<file path="src/rtl/async_rx_pkg.sv">
package async_rx_pkg;
  localparam int unsigned OSR   = 16;
  localparam int unsigned HALF  = OSR / 2;
  localparam int unsigned MIN_W = 5;

  typedef enum logic [2:0] {
    ST_IDLE,
    ST_START,
    ST_DATA,
    ST_PAR,
    ST_STOP
  } rx_state_e;

  localparam logic [1:0] PAR_NONE = 2'b00;
  localparam logic [1:0] PAR_EVEN = 2'b01;
  localparam logic [1:0] PAR_ODD  = 2'b10;
endpackage

</file>
<file path="src/rtl/async_rx_tick.sv">
module async_rx_tick #(
  parameter int unsigned CLK_DIV = 54
) (
  input  logic clk_i,
  input  logic rst_ni,
  output logic tick_o
);
  localparam int unsigned CW = (CLK_DIV > 1) ? $clog2(CLK_DIV) : 1;

  generate
    if (CLK_DIV <= 1) begin : g_pass
      assign tick_o = 1'b1;
    end else begin : g_div
      logic [CW-1:0] cnt_q;
      logic          tick_q;

      always_ff @(posedge clk_i or negedge rst_ni) begin
        if (!rst_ni) begin
          cnt_q  <= '0;
          tick_q <= 1'b0;
        end else begin
          if (cnt_q == CW'(CLK_DIV - 1)) begin
            cnt_q  <= '0;
            tick_q <= 1'b1;
          end else begin
            cnt_q  <= cnt_q + 1'b1;
            tick_q <= 1'b0;
          end
        end
      end
      assign tick_o = tick_q;

      // ticks never land on adjacent clocks when dividing
      p_tick_gap_r8: assert property (@(posedge clk_i) disable iff (!rst_ni)
        tick_q |=> !tick_q);
    end
  endgenerate
endmodule

</file>
<file path="src/rtl/async_rx_sync.sv">
module async_rx_sync #(
  parameter int unsigned STAGES = 2
) (
  input  logic clk_i,
  input  logic rst_ni,
  input  logic d_i,
  output logic q_o
);
  logic [STAGES-1:0] sr_q;

  always_ff @(posedge clk_i or negedge rst_ni) begin
    if (!rst_ni) sr_q <= '1;
    else         sr_q <= {sr_q[STAGES-2:0], d_i};
  end

  assign q_o = sr_q[STAGES-1];
endmodule

</file>
<file path="src/rtl/async_rx_frame.sv">
module async_rx_frame
  import async_rx_pkg::*;
#(
  parameter int unsigned DATA_W = 8,
  parameter int unsigned LEN_W  = 2
) (
  input  logic              clk_i,
  input  logic              rst_ni,
  input  logic              tick_i,
  input  logic              rx_i,
  input  logic [LEN_W-1:0]  len_i,
  input  logic [1:0]        par_i,
  input  logic              stop_i,
  output logic [DATA_W-1:0] data_o,
  output logic              valid_o,
  output logic              par_err_o,
  output logic              frm_err_o
);
  localparam int unsigned CW = $clog2(OSR);
  localparam int unsigned BW = $clog2(DATA_W);

  rx_state_e         state_q;
  logic              prev_q;
  logic [CW-1:0]     tcnt_q;
  logic [BW-1:0]     bcnt_q;
  logic              sbit_q;
  logic [LEN_W-1:0]  len_q;
  logic [1:0]        par_q;
  logic              stop2_q;
  logic [DATA_W-1:0] shreg_q;
  logic              pacc_q;
  logic              perr_q;
  logic              ferr_q;

  logic [BW-1:0]     last_bit;
  logic              par_on;
  logic              bit_end;

  assign last_bit = BW'(len_q) + BW'(MIN_W - 1);
  assign par_on   = (par_q == PAR_EVEN) || (par_q == PAR_ODD);
  assign bit_end  = (tcnt_q == CW'(OSR - 1));

  always_ff @(posedge clk_i or negedge rst_ni) begin
    if (!rst_ni) begin
      state_q   <= ST_IDLE;
      prev_q    <= 1'b1;
      tcnt_q    <= '0;
      bcnt_q    <= '0;
      sbit_q    <= 1'b0;
      len_q     <= '0;
      par_q     <= PAR_NONE;
      stop2_q   <= 1'b0;
      shreg_q   <= '0;
      pacc_q    <= 1'b0;
      perr_q    <= 1'b0;
      ferr_q    <= 1'b0;
      data_o    <= '0;
      valid_o   <= 1'b0;
      par_err_o <= 1'b0;
      frm_err_o <= 1'b0;
    end else begin
      valid_o <= 1'b0;
      if (tick_i) begin
        prev_q <= rx_i;
        unique case (state_q)
          ST_IDLE: begin
            if (prev_q && !rx_i) begin
              state_q <= ST_START;
              tcnt_q  <= '0;
              bcnt_q  <= '0;
              sbit_q  <= 1'b0;
              len_q   <= len_i;
              par_q   <= par_i;
              stop2_q <= stop_i;
              shreg_q <= '0;
              pacc_q  <= 1'b0;
              perr_q  <= 1'b0;
              ferr_q  <= 1'b0;
            end
          end
          ST_START: begin
            if (tcnt_q == CW'(HALF - 1)) begin
              tcnt_q  <= '0;
              state_q <= rx_i ? ST_IDLE : ST_DATA;  // high again: false start
            end else begin
              tcnt_q <= tcnt_q + 1'b1;
            end
          end
          ST_DATA: begin
            if (bit_end) begin
              tcnt_q          <= '0;
              shreg_q[bcnt_q] <= rx_i;
              pacc_q          <= pacc_q ^ rx_i;
              if (bcnt_q == last_bit) state_q <= par_on ? ST_PAR : ST_STOP;
              else                    bcnt_q  <= bcnt_q + 1'b1;
            end else begin
              tcnt_q <= tcnt_q + 1'b1;
            end
          end
          ST_PAR: begin
            if (bit_end) begin
              tcnt_q  <= '0;
              perr_q  <= pacc_q ^ rx_i ^ (par_q == PAR_ODD);
              state_q <= ST_STOP;
            end else begin
              tcnt_q <= tcnt_q + 1'b1;
            end
          end
          ST_STOP: begin
            if (bit_end) begin
              tcnt_q <= '0;
              if (sbit_q == stop2_q) begin
                state_q   <= ST_IDLE;
                data_o    <= shreg_q;
                par_err_o <= perr_q;
                frm_err_o <= ferr_q | ~rx_i;
                valid_o   <= 1'b1;
              end else begin
                sbit_q <= 1'b1;
                ferr_q <= ferr_q | ~rx_i;
              end
            end else begin
              tcnt_q <= tcnt_q + 1'b1;
            end
          end
          default: state_q <= ST_IDLE;
        endcase
      end
    end
  end

  // strobe is a single clock wide
  p_valid_pulse_r6: assert property (@(posedge clk_i) disable iff (!rst_ni)
    valid_o |=> !valid_o);

  // outputs move only with the strobe
  p_data_hold_r6: assert property (@(posedge clk_i) disable iff (!rst_ni)
    !valid_o |-> ($stable(data_o) && $stable(par_err_o) && $stable(frm_err_o)));

  // strobe comes only out of the stop phase
  p_valid_src_r6: assert property (@(posedge clk_i) disable iff (!rst_ni)
    valid_o |-> ($past(state_q) == ST_STOP));

  // high line at the half-bit recheck abandons the frame
  p_false_start_r2: assert property (@(posedge clk_i) disable iff (!rst_ni)
    (state_q == ST_START && tick_i && tcnt_q == CW'(HALF - 1) && rx_i)
      |=> (state_q == ST_IDLE));

  // bit index stays within the selected length
  p_bit_bound_r3: assert property (@(posedge clk_i) disable iff (!rst_ni)
    (state_q == ST_DATA) |-> (bcnt_q <= last_bit));

  // a low stop sample is always recorded
  p_stop_low_r5: assert property (@(posedge clk_i) disable iff (!rst_ni)
    (state_q == ST_STOP && tick_i && bit_end && !rx_i) |=> (ferr_q || frm_err_o));
endmodule

</file>
<file path="src/rtl/async_rx.sv">
module async_rx #(
  parameter int unsigned CLK_DIV = 54,
  parameter int unsigned DATA_W  = 8,
  parameter int unsigned LEN_W   = 2,
  parameter int unsigned SYNC_N  = 2
) (
  input  logic              clk_i,
  input  logic              rst_ni,
  input  logic              rx_i,
  input  logic [LEN_W-1:0]  len_i,
  input  logic [1:0]        par_i,
  input  logic              stop_i,
  output logic [DATA_W-1:0] data_o,
  output logic              valid_o,
  output logic              par_err_o,
  output logic              frm_err_o
);
  logic tick;
  logic rx_s;

  async_rx_tick #(.CLK_DIV(CLK_DIV)) u_tick (
    .clk_i  (clk_i),
    .rst_ni (rst_ni),
    .tick_o (tick)
  );

  async_rx_sync #(.STAGES(SYNC_N)) u_sync (
    .clk_i  (clk_i),
    .rst_ni (rst_ni),
    .d_i    (rx_i),
    .q_o    (rx_s)
  );

  async_rx_frame #(.DATA_W(DATA_W), .LEN_W(LEN_W)) u_frame (
    .clk_i     (clk_i),
    .rst_ni    (rst_ni),
    .tick_i    (tick),
    .rx_i      (rx_s),
    .len_i     (len_i),
    .par_i     (par_i),
    .stop_i    (stop_i),
    .data_o    (data_o),
    .valid_o   (valid_o),
    .par_err_o (par_err_o),
    .frm_err_o (frm_err_o)
  );
endmodule

</file>
<file path="config.mk">
export PLATFORM = sky130hd
export DESIGN_NAME = async_rx
export DESIGN_NICKNAME = d
export VERILOG_FILES = /design/src/rtl/async_rx_pkg.sv /design/src/rtl/async_rx_tick.sv /design/src/rtl/async_rx_sync.sv /design/src/rtl/async_rx_frame.sv /design/src/rtl/async_rx.sv
export SDC_FILE = /design/constraint.sdc
export NUM_CORES = 1
export LEC_CHECK = 0
export BUFFER_PORTS_ARGS = -buffer_cell sky130_fd_sc_hd__buf_4
export CAP_MARGIN = 10
export CORE_UTILIZATION = 40
export DETAILED_ROUTE_END_ITERATION = 8
export GPL_ROUTABILITY_DRIVEN = 1
export PLACE_DENSITY = 0.63
export SYNTH_ARGS = -nofsm -noshare
export SYNTH_HDL_FRONTEND = slang
export SYNTH_SLANG_ARGS = --single-unit
</file>
<file path="constraint.sdc">
create_clock -name clk_i -period 3.55 [get_ports clk_i]
set_clock_uncertainty 0.05 [all_clocks]
set_input_delay 1.065 -clock clk_i [delete_from_list [all_inputs] [get_ports clk_i]]
set_output_delay 1.065 -clock clk_i [all_outputs]
set_load 0.01 [all_outputs]
</file>
## Word level (Yosys, flattened, before mapping)

Cells that the tools add are included.

- Equal/unequal tests: 20
- Add/sub/neg operators: 4
- Muxes and demuxes: 41
- Reductions and logical operators: 18
- Magnitude comparators: 2
- Bitwise gates (word level): 4

Operator list:

| cell | count |
|---|---|
| $mux 3 | 11 |
| $mux 8 | 2 |
| $pmux 8 s2 | 1 |
| $pmux 3 s5 | 1 |
| $ne 2x1->1 const B | 7 |
| $mux 1 | 13 |
| $mux 4 | 3 |
| $pmux 4 s3 | 1 |
| $reduce_and 4->1 | 3 |
| $reduce_and 5->1 | 2 |
| $bwmux 8 | 1 |
| $pmux 1 s2 | 4 |
| $reduce_and 8->1 | 1 |
| $add 6x1->6 const B | 1 |
| $eq 3x2->1 const B | 2 |
| $eq 6x6->1 const B | 1 |
| $mux 6 | 1 |
| $pmux 3 s2 | 1 |
| $reduce_and 3->1 | 2 |
| $reduce_bool 2->1 | 3 |
| $add 4x1->4 const B | 1 |
| $eq 4x3->1 const B | 1 |
| $eq 4x4->1 const B | 1 |
| $lt 3x4->1 const B | 1 |
| 21 further kinds | 24 |

- Bits of input ports: 8
- Logic and storage cells: 108
- Register bits after elaboration: 48

## Longest topological paths before layout

- Depth in word-level cells: 7
- Mapped depth: 7
- Gate-level depth less buffers: 5

## By module

Synthesis repeated with hierarchy kept, for this count alone.

- Cell total of the unflattened synthesis: 229
- Area, all modules: 2398.6 µm²

Modules (own cells, without submodules):

| module | instances | area each (µm²) | cells an instance |
|---|---|---|---|
| async_rx_frame | 1 | 2042.0 | 198 |
| async_rx_tick | 1 | 304.0 | 29 |
| async_rx_sync | 1 | 52.6 | 2 |

## Worst setup path after synthesis

No wires, ideal clock.

- Kind: reg2reg
- From: register u_frame.tcnt_q[1]
- To: register u_frame.data_o[0]
- Path buffers: 1
- Setup slack: 1.684 ns
- Library setup time: 0.125 ns
- Cell stages (with the launch flop): 6
- Data arrival time: 1.691 ns
- Cell sequence: dfrtp_1 > ha_1 > nand4_2 > or4b_4 > buf_6 > mux2_4

- Word-level cells in the longest chain between the ends: 2

Ends and longest elaborated chain:

| what | line | RTL |
|---|---|---|
| from (decl) | async_rx_frame.sv:24 | `logic [CW-1:0] tcnt_q;` |
| from (signal assigned) | async_rx_frame.sv:86 | `tcnt_q <= tcnt_q + 1'b1;` |
| from (signal assigned) | async_rx_frame.sv:97 | `tcnt_q <= tcnt_q + 1'b1;` |
| from (signal assigned) | async_rx_frame.sv:106 | `tcnt_q <= tcnt_q + 1'b1;` |
| $eq 4x4->1 | async_rx_frame.sv:41 | `assign bit_end = (tcnt_q == CW'(OSR - 1));` |
| $reduce_and 4->1 (no line) | -- |  |
| to (signal assigned) | async_rx_frame.sv:114 | `data_o <= shreg_q;` |
| to (decl) | async_rx_frame.sv:14 | `output logic [DATA_W-1:0] data_o,` |

No other way between the ends.
A chain may end at the register's enable or synchronous reset.

## Final worst setup path

- From: register u_frame.state_q[0]
- To: register u_frame.bcnt_q[2]

- Word-level cells in the longest chain between the ends: 3

Ends and longest elaborated chain:

| what | line | RTL |
|---|---|---|
| from (decl) | async_rx_frame.sv:22 | `rx_state_e state_q;` |
| from (signal assigned) | async_rx_frame.sv:84 | `state_q <= rx_i ? ST_IDLE : ST_DATA;` |
| from (signal assigned) | async_rx_frame.sv:94 | `if (bcnt_q == last_bit) state_q <= par_on ? ST_PAR : ST_STOP;` |
| $eq 3x2->1 / $logic_not 3->1 (equally long branches) | async_rx_frame.sv:65 | `unique case (state_q)` |
| $ne 2x2->1 (no line), or another cell as far along | -- |  |
| $reduce_and 5->1 (no line) | -- |  |
| to (signal assigned) | async_rx_frame.sv:95 | `else bcnt_q <= bcnt_q + 1'b1;` |
| to (decl) | async_rx_frame.sv:25 | `logic [BW-1:0] bcnt_q;` |

Several ways; a longest one is shown, not always the timed one.

==> qor.yml <==
cts:
  cts_resized: 0
  cts.clk_slew.worst_paths_ps: 90
  root_buffer: "clkbuf_8"
  cts_tree: "built"
  worstSkewPairLatency_ps: 310
  clockBufferDepth: 2
  cts_setup_buffers: 0
  cts_hold_buf: 0
  cts_sinks: 48
  cts_inserted_buffers: 5
  cts_max_level: 2
worst_setup_path:
  crit_type: "reg2reg"
  cp.arrival_ps: 2350
  crit_fanout: 20
  crit_path_start_kind: "register"
  cp-end-kind: "register"
  crit_required_ps: 3690
synthesis:
  yosysTopAreaCell: "dfrtp_1"
  netlist.area_leader.share: 0.457
  synth_area_leaders: "dfrtp_1, mux2_2, mux2_4, nand3_1, o21ai_0"
  yosysWarnings: 0
  synthArstFlopShare: 1.00
  ys.flop_type: "dfrtp_1"
  syn-num-nets: 244
  yosysSeqAreaShare: 0.489
  synth-edff-count: 0
  syn_inst: 231
  netlist-cell-type-count: 47
  synth_seq_cells: 48
  netlist_area_um2: 2470
  synth.avg_cell_area_um2: 10.7
layout:
  nets: 256
  multi_input_area_um2: 1140
  final.fill_count: 551
  regArea_um2: 1200
  area_growth_pct: 10.6
  num_antenna_cells: 0
  final_cell_area_um2: 2730
  drive_gt1_frac: 0.217
global_route:
  track_usage: 0.163
  grt_pass1_wl_um: 8040
  grt_pass1_vias: 1660
  grt_max_degree: 49
  grt_remaining_overflow: 0
  antenna_found_initial: 0
route:
  drc_errors: 0
  vias: 1768
  wl_met1_um: 2380
  first_pass_iters: 4
  final_antenna_net_count: 0
  met3_length_um: 193
  wl_um: 4620
  drtIter0Drc: 175
  vias_per_cell: 5.54
  routed-wl-met2_um: 1980
  highest_layer: "met4"
  wl_per_cell_um: 14.5
sta:
  tightest_slew_ps: 611
  fin_setup_tns_ps: 0
  slew_viol_final: 0
  timing.final.crit_share: 0.622
  period_needed_ps: 2210
  max_slew_margin: 0.592
  fmax_ghz: 0.453
  hold_viol: 0
  setup-violations-final: 0
  rsz0062_at_grt: "no"
floorplanning:
  num_rows: 28
  ioPinCount: 19
  die_h_um: 80.5
  initial_core_util: 0.417
  die_area_um2: 6480
  coreArea_um2: 5920
  die_w_um: 80.5
run_status:
  status: "finished clean"
min_path:
  hold_class: "reg2reg"
place:
  detailed_place_hpwl_um: 3180
  gp_routability_congestion: 0.851
  placedInstanceArea_um2: 2640
  io_buffers: 18
run:
  cap_violations: 0
power_and_ir_drop:
  peakVddDrop_uv: 187
  power.density_nw_per_um2: 334
  p_leak_uw: 0.00122
## worst paths after layout
kind	startpoint	end	slack (ps)	cells after the start
max	u_frame.state_q[0]$_DFFE_PN0P_	u_frame.bcnt_q[2]$_DFFE_PN0P_	1340	4
min	u_sync.sr_q[0]$_DFF_PN1_	u_sync.sr_q[1]$_DFF_PN1_	310	0
max reg2reg	u_frame.state_q[0]$_DFFE_PN0P_	u_frame.bcnt_q[2]$_DFFE_PN0P_	1340	4
min reg2reg	u_sync.sr_q[0]$_DFF_PN1_	u_sync.sr_q[1]$_DFF_PN1_	310	0
max in group asynchronous	rst_ni	u_frame.data_o[2]$_DFFE_PN0P_	2320	1
min in group asynchronous	rst_ni	u_frame.frm_err_o$_DFFE_PN0P_	700	1
## placed cells by master, fill, tap and decap left out, drive strengths merged, types with 6 or more instances in the layout
cell   count
a21oi      7
nand3     18
dfrtp     45
mux2      17
nor2      13
xnor2      7
nand2      8
nand4      6
o21ai     17
buf       19
inv       13
## critical path: stages, from the launching register on
cell	delay, ps
dfrtp_1	600
nor3_1	500
nand3_1	440
o31a_1	260
o221a_2	250
## cells by family (layout without fill, tap and decap cells)
kind of cell,after synthesis,after routing,share of synthesized area
xor+xnor,10,10,0.0355
mux,17,17,0.0883
flops,48,48,0.489
compound gates,60,60,0.175
buf+inv,27,40,0.0472
simple gates,64,64,0.141
fa+ha+maj,5,5,0.0254
## cells in the mapped netlist, types with 4 or more instances
master / n
o21ai_0: 16
nor2_1: 13
a21oi_1: 7
nor3_1: 4
xnor2_1: 7
o2bb2ai_1: 4
mux2_2: 10
nand3_1: 18
nand4_1: 5
clkbuf_1: 7
a32o_1: 5
dfrtp_1: 45
mux2_4: 7
o21a_1: 4
ha_1: 5
buf_2: 6
nand2_1: 8
inv_1: 13
a21o_1: 4
## layout make-up
class | count | area share
sequential | 48 | 0.442
multi-input combinational | 156 | 0.420
timing repair buffer | 19 | 0.0523
tap | 75 | 0.0344
clock buffer | 5 | 0.0252
inverter | 13 | 0.0179
clock inverter | 3 | 0.00872
## flip-flops by register name, summed over array words and instances (netlist names)
register / flops
u_frame.ferr_q: 1
u_frame.frm_err_o: 1
u_frame.tcnt_q: 4
u_frame.par_err_o: 1
u_frame.pacc_q: 1
u_tick.g_div.cnt_q: 6
u_frame.sbit_q: 1
u_frame.len_q: 2
u_frame.stop2_q: 1
u_frame.prev_q: 1
u_frame.data_o: 8
u_frame.valid_o: 1
u_frame.shreg_q: 8
u_frame.state_q: 3
u_sync.sr_q: 2
u_frame.bcnt_q: 3
u_frame.par_q: 2
u_frame.perr_q: 1
u_tick.tick_o: 1
## routing by layer
metal  global-route usage  vias to the layer above
li1                     -                      868
met1                0.231                      858
met2                0.244                       37
met3               0.0307                        5
met4               0.0589                        0
met5                    0                        -
## per-stage QoR
step	hold WS, ps	utilization	std cells	power (uW)	setup slack (ps)
5_1_grt	315	0.461	319	954	1110
4_1_cts	311	0.461	319	927	1320
3_3_place_gp	296	0.445	311	593	1420
6_report	309	0.461	319	912	1340
3_5_place_dp	297	0.445	311	593	1330
2_1_floorplan	295	-	231	573	1680
## where the power goes
part | total (uW) | internal [uW] | switching (uW) | leakage, uW
Combinational | 26.3 | 10.2 | 16.1 | 0.000546
Sequential | 555 | 551 | 3.21 | 0.000634
Clock | 331 | 140 | 191 | 0.0000404
Total | 912 | 701 | 211 | 0.00122
(Power assumes the default switching activity.)
